--- src/rtl/ovl_pkg.sv ---
package ovl_pkg;
  typedef enum logic [1:0] {
    CAUSE_NONE  = 2'b00,
    CAUSE_INTER = 2'b01,
    CAUSE_END   = 2'b10,
    CAUSE_AUTO  = 2'b11
  } cause_e;

  typedef struct packed {
    logic fireInter;
    logic fireEnd;
    logic fireAuto;
    logic setPend;
    logic clrPend;
  } ovl_strobe_t;
endpackage

--- src/rtl/ovl_ctrl.sv ---
module ovl_ctrl
  import ovl_pkg::*;
#(
  parameter int IM_IDX_W      = 2,
  parameter int REACT_IM_BITS = 2
) (
  input  logic                bitValid,
  input  logic                rxBit,
  input  logic                imValid,
  input  logic [IM_IDX_W-1:0] imIdx,
  input  logic                eofLast,
  input  logic                delimLast,
  input  logic                isTx,
  input  logic                msgStored,
  input  logic                autoOvlEn,
  input  logic                pendQ,
  output ovl_strobe_t         strobes
);
  localparam logic [IM_IDX_W-1:0] REACT_LIMIT = IM_IDX_W'(REACT_IM_BITS);

  logic dominant;
  logic imReact;
  logic endReact;
  logic imStart;

  always_comb begin
    dominant = bitValid & ~rxBit;
    imReact  = dominant & imValid & (imIdx < REACT_LIMIT);
    // end-of-frame trigger is receiver-only; delimiter trigger is role-free
    endReact = dominant & ((eofLast & ~isTx) | delimLast);
    imStart  = bitValid & imValid & (imIdx == '0);

    strobes.fireInter = imReact;
    strobes.fireEnd   = endReact & ~imReact;
    strobes.fireAuto  = imStart & pendQ & autoOvlEn & ~imReact;
    strobes.setPend   = msgStored;
    strobes.clrPend   = imStart;
  end
endmodule

--- src/rtl/ovl_datapath.sv ---
module ovl_datapath
  import ovl_pkg::*;
(
  input  logic        clk,
  input  logic        rstN,
  input  logic        autoOvlEn,
  input  ovl_strobe_t strobes,
  output logic        pendQ,
  output logic        startQ,
  output cause_e      causeQ
);
  cause_e causeNext;

  always_comb begin
    if (strobes.fireInter)      causeNext = CAUSE_INTER;
    else if (strobes.fireEnd)   causeNext = CAUSE_END;
    else if (strobes.fireAuto)  causeNext = CAUSE_AUTO;
    else                        causeNext = CAUSE_NONE;
  end

  always_ff @(posedge clk) begin
    if (!rstN) begin
      pendQ  <= 1'b0;
      startQ <= 1'b0;
      causeQ <= CAUSE_NONE;
    end else begin
      pendQ  <= autoOvlEn & (strobes.setPend | (pendQ & ~strobes.clrPend));
      startQ <= strobes.fireInter | strobes.fireEnd | strobes.fireAuto;
      causeQ <= causeNext;
    end
  end
endmodule

--- src/rtl/ovl_trigger.sv ---
module ovl_trigger
  import ovl_pkg::*;
#(
  parameter int IM_IDX_W      = 2,
  parameter int REACT_IM_BITS = 2
) (
  input  logic                clk,
  input  logic                rstN,
  input  logic                bitValid,
  input  logic                rxBit,
  input  logic                imValid,
  input  logic [IM_IDX_W-1:0] imIdx,
  input  logic                eofLast,
  input  logic                delimLast,
  input  logic                isTx,
  input  logic                msgStored,
  input  logic                autoOvlEn,
  output logic                ovlStart,
  output logic [1:0]          ovlCause
);
  ovl_strobe_t strobes;
  logic        pendQ;
  cause_e      causeQ;

  ovl_ctrl #(.IM_IDX_W(IM_IDX_W), .REACT_IM_BITS(REACT_IM_BITS)) ctrlInst (
    .bitValid (bitValid),
    .rxBit    (rxBit),
    .imValid  (imValid),
    .imIdx    (imIdx),
    .eofLast  (eofLast),
    .delimLast(delimLast),
    .isTx     (isTx),
    .msgStored(msgStored),
    .autoOvlEn(autoOvlEn),
    .pendQ    (pendQ),
    .strobes  (strobes)
  );

  ovl_datapath dpInst (
    .clk      (clk),
    .rstN     (rstN),
    .autoOvlEn(autoOvlEn),
    .strobes  (strobes),
    .pendQ    (pendQ),
    .startQ   (ovlStart),
    .causeQ   (causeQ)
  );

  assign ovlCause = causeQ;
endmodule

--- config.mk ---
export PLATFORM = sky130hd
export DESIGN_NAME = ovl_trigger
export DESIGN_NICKNAME = d
export VERILOG_FILES = /design/src/rtl/ovl_pkg.sv /design/src/rtl/ovl_ctrl.sv /design/src/rtl/ovl_datapath.sv /design/src/rtl/ovl_trigger.sv
export SDC_FILE = /design/constraint.sdc
export NUM_CORES = 1
export LEC_CHECK = 0
export BUFFER_PORTS_ARGS = -buffer_cell sky130_fd_sc_hd__buf_2
export CAP_MARGIN = 20
export CELL_PAD_IN_SITES_DETAIL_PLACEMENT = 0
export CELL_PAD_IN_SITES_GLOBAL_PLACEMENT = 1
export CORE_AREA = 2 2 39 41
export DETAILED_ROUTE_END_ITERATION = 8
export DIE_AREA = 0 0 41 43
export GPL_TIMING_DRIVEN = 1
export PLACE_DENSITY_LB_ADDON = 0.3
export SYNTH_ARGS = -nofsm -noshare
export SYNTH_HDL_FRONTEND = slang
export SYNTH_SLANG_ARGS = --single-unit
--- constraint.sdc ---
create_clock -name clk -period 0.8 [get_ports clk]
set_clock_uncertainty 0.15 [all_clocks]
set_input_delay 0.04 -clock clk [delete_from_list [all_inputs] [get_ports clk]]
set_output_delay 0.04 -clock clk [all_outputs]
set_load 0.02 [all_outputs]
# After elaboration in Yosys (flattened, before gate mapping)

Index checks and enable logic that the tools add are counted.

Bits in registers: 4
Bits of input ports: 12

Order comparisons: 1
Multiplexer cells: 3
Bitwise logic cells: 22
Reductions and logical operators: 2

Operators with widths:

| operator           | count |
|---|---|
| $and 1x1->1        | 13 |
| $not 1->1          | 5 |
| $mux 2             | 2 |
| $or 1x1->1         | 4 |
| $logic_not 2->1    | 1 |
| $lt 2x2->1 const B | 1 |
| $reduce_or 2->1    | 1 |
| $mux 1             | 1 |

# Longest topological paths before layout

Depth in word-level cells: 9
Gate-level depth with buffers: 3
Depth with buffers taken out: 3

# Modules after synthesis

From an unflattened synthesis, not the netlist that was laid out.

Cell total of the unflattened synthesis: 23
Area, all modules: 205.2 um^2

Modules (own cells, without submodules):

| module       | times used | cells an instance | area each (um^2) | sequential area each (um^2) |
|---|---|---|---|---|
| ovl_datapath | 1          | 11                | 130.1            | 80.1 |
| ovl_ctrl     | 1          | 12                | 75.1             | 0.0 |

# Worst setup path after synthesis

OpenSTA, ideal clock, no wires.

Path type: register to register
Start point: register dpInst.pendQ
End point: register dpInst.causeQ[0]
Arrival: 0.673 ns
Setup slack: -0.082 ns
Stages on the path, launching flop included: 4
Path buffers: 0
Period minus slack after synthesis: 0.882 ns
Path through: dfxtp_1 > nand3b_1 > a21oi_1 > and2_1

Cells in the longest elaborated chain, start to end: 6

Ends and longest elaborated chain:

| what                      | RTL line           | RTL |
|---|---|---|
| start, declared           | ovl_datapath.sv:8  | `output logic pendQ,` |
| start signal, assigned    | ovl_datapath.sv:27 | `pendQ <= autoOvlEn & (strobes.setPend \| (pendQ & ~strobes.clrPend));` |
| $and 1x1->1 (3 in series) | ovl_ctrl.sv:35     | `strobes.fireAuto = imStart & pendQ & autoOvlEn & ~imReact;` |
| $mux 2                    | ovl_datapath.sv:17 | `else if (strobes.fireAuto) causeNext = CAUSE_AUTO;` |
| $mux 2                    | ovl_datapath.sv:16 | `else if (strobes.fireEnd) causeNext = CAUSE_END;` |
| $mux 1                    | ovl_datapath.sv:15 | `if (strobes.fireInter) causeNext = CAUSE_INTER;` |
| end signal, assigned      | ovl_datapath.sv:29 | `causeQ <= causeNext;` |
| end, declared             | ovl_datapath.sv:10 | `output cause_e causeQ` |

Every way passes these cells.
A chain may end at the register's enable or synchronous reset.

# Worst setup path in the final report

Start point: register dpInst.pendQ
End point: register dpInst.causeQ[1]

Cells in the longest elaborated chain, start to end: 5

Ends and longest elaborated chain:

| what                      | RTL line |
|---|---|
| $and 1x1->1 (3 in series) | ovl_ctrl.sv:35 |
| $mux 2                    | ovl_datapath.sv:17 |
| $mux 2                    | ovl_datapath.sv:16 |

Every way passes these cells.

==> impl_metrics.tcl <==
set metrics [dict create \
    num_antenna_cells 0 \
    tightest_slew_ns 0.189 \
    reg2reg_from "dpInst.pendQ" \
    die_h_microns 43 \
    seq_area_frac_synth 0.485 \
    fin_ws_ns -0.149 \
    cts_root_buf "clkbuf_4" \
    crit_chain "nand3b_1 > nor2_1 > o221a_1" \
    hold_viol 4 \
    p_sw_uw 108 \
    wl_microns 439 \
    die_x_microns 41 \
    reg2reg_setup_slack_ns -0.15 \
    grt_pass1_vias 217 \
    routedLengthMet1_microns 169 \
    synth_top_area_share 0.485 \
    rows 14 \
    powerDensity_mw_per_mm2 1720 \
    crit_arrival_ns 0.91 \
    antenna_found_initial 0 \
    grt_pass1_wl_microns 807 \
    post-route-drc-count 0 \
    drt_iter0_drc 0 \
    wl_per_cell_microns 8.78 \
    portBuffers 14 \
    grtUsageTotal 0.0731 \
    sw_frac_of_total 0.207 \
    place.gp.congestion 0.710 \
    setup_viol 6 \
    p_leak_uw 0.000146 \
    whs_path_depth 3 \
    drive_above_1_share 0.618 \
    htreeDepth 1 \
    wl_met2_microns 205 \
    cp_max_fo 2 \
    cp_slowest_stage_delay_ns 0.31 \
    crit_type "reg2reg" \
    grt_start_max_net_pins 5 \
    p_seq_frac 0.406 \
    ys_ff_latch 4 \
    ant_nets 0 \
    dr_wl_met3_microns 43 \
    hold_start "msgStored" \
    routed.top_layer "met4" \
    cts_buffer_depth 2 \
    violations "hold timing, setup timing" \
    syn_to_final_growth_pct 84.1 \
    finalSetupTns_ns -0.546 \
    status "finished with violations" \
    clkLatencyLatePin_ns 0.23 \
    clockPowerShare 0.463 \
    ios 15 \
    max_slew_margin 0.873 \
    slew_violations 0 \
    synth_area_sq_um 165 \
    r2r-end "dpInst.causeQ[1]" \
    crit_path_top_delay_cell "dfxtp_2" \
    finalNetCount 48 \
    reg2regPathDepth 3 \
    syn_inst 17 \
    core_sq_mm 0.00138 \
    min_path_type "in2reg" \
    drt-pass1-iter-count 1 \
    start_util 0.119 \
    overflow 0 \
    clkSinkCount 4 \
    p_comb_frac 0.132 \
    vias_per_cell 3.84 \
    endpoint_kind "flip-flop" \
    p_int_uw 416 \
    hold-path-endpoint "dpInst.pendQ" \
    cts_buffers 3 \
    path_clk_slew_ns 0.04 \
    irDropWorstVdd_mv 0.301 \
    fmax_ghz 1.05 \
    synth_top_area_cell "dfxtp_1" \
    dp_slack_ns -0.155 \
    placed_cell_area_sq_um 255 \
    syn_nets 29 \
    start_kind "flip-flop" \
    synth_warnings 0 \
    dieArea_sq_mm 0.00176 \
    synth.avg_cell_area_sq_um 9.72 \
    final_cell_area_sq_um 304 \
    post-route-min-period_ns 0.949 \
    max-cap-violations 0 \
    synth_area_leaders "dfxtp_1 48%, nand3b_1 9.1%, o221a_1 6.8%" \
    synth_cell_types 12 \
    rsz0062_at_grt "yes" \
    hold_ws_ns -0.0916 \
    dr_total_vias 192 \
    period_share 1.19 \
    cts_tree "built" \
    required_ns 0.76 \
]
[power by group through the flow]
stage	logic [uW]	clock network, uW	registers, uW
2_1_floorplan	17.4	0	220
6_report	69.0	242	213
3_5_place_dp	62.1	0	213
5_1_grt	77.9	270	213
3_3_place_gp	60.1	0	213
4_1_cts	69.1	262	213
[layout by cell type (no fill, tap or decap), drive strengths merged, types with 2 or more instances in the layout]
cell    Yosys  final
nor2        2      2
clkbuf      0      3
dfxtp       4      4
nand3b      2      2
buf         0     14
[how the worst max path moves through the flow]
stage / start / to / slack, ns / cells past startpoint
2_1_floorplan: dpInst.pendQ / dpInst.causeQ[0] / -0.07 / 3
4_1_cts: dpInst.pendQ / dpInst.causeQ[1] / -0.14 / 3
3_3_place_gp: eofLast / dpInst.causeQ[1] / -0.15 / 4
6_report: dpInst.pendQ / dpInst.causeQ[1] / -0.15 / 3
5_1_grt: dpInst.pendQ / dpInst.causeQ[1] / -0.20 / 3
3_5_place_dp: eofLast / dpInst.causeQ[1] / -0.15 / 4
[kinds of logic after synthesis]
group	count (synthesis)	share of synthesized area
compound gates	5	0.250
flops	4	0.485
buf+inv	1	0.0227
simple gates	7	0.242
[sequential cells by signal (all words and copies together) (netlist names)]
| name | flops |
|---|---|
| dpInst.pendQ | 1 |
| dpInst.causeQ | 2 |
| dpInst.startQ | 1 |
[critical path, delay by kind of cell, from the launching register on]
family,cells,cell delay [ns]
DFF,1,0.31
AOI/OAI and AO/OA,1,0.20
and+or+nand+nor,2,0.17
[layer usage]
metal  GRT usage  up-vias
li1            -       96
met1      0.0767       82
met2      0.0938       12
met3     0.00524        2
met4       0.120        0
met5           0        -
[stage by stage]
step / power [uW] / instances / util
finish: 524 / 50 / 0.220
global placement: 273 / 47 / 0.184
floorplan: 237 / 17 / -
global route: 561 / 50 / 0.220
CTS: 544 / 50 / 0.220
detailed placement: 275 / 47 / 0.184
[area by class of cell]
class	instances	area (sq um)
Clock buffer	3	22.5
Fill cell	154	1080
Inverter	1	3.75
Multi-Input combinational cell	12	85.1
Sequential cell	4	83.8
Tap cell	16	20.0
Timing Repair Buffer	14	88.8
[timing repair]
item	in CTS	in global routing
setup buffers	0	0
pin swaps	1	1
endpoints found under the setup margin	6	7
endpoints found under the hold margin	4	4
gates resized for setup	10	0
[cells in the mapped netlist, drive strengths merged]
master  number
nor3         1
nor2         2
o211ai       1
a21oi        1
o211a        1
and2         1
inv          1
o221a        1
nor2b        1
nand3b       2
dfxtp        4
o21a         1
Power figures use the tool's default switching activity.
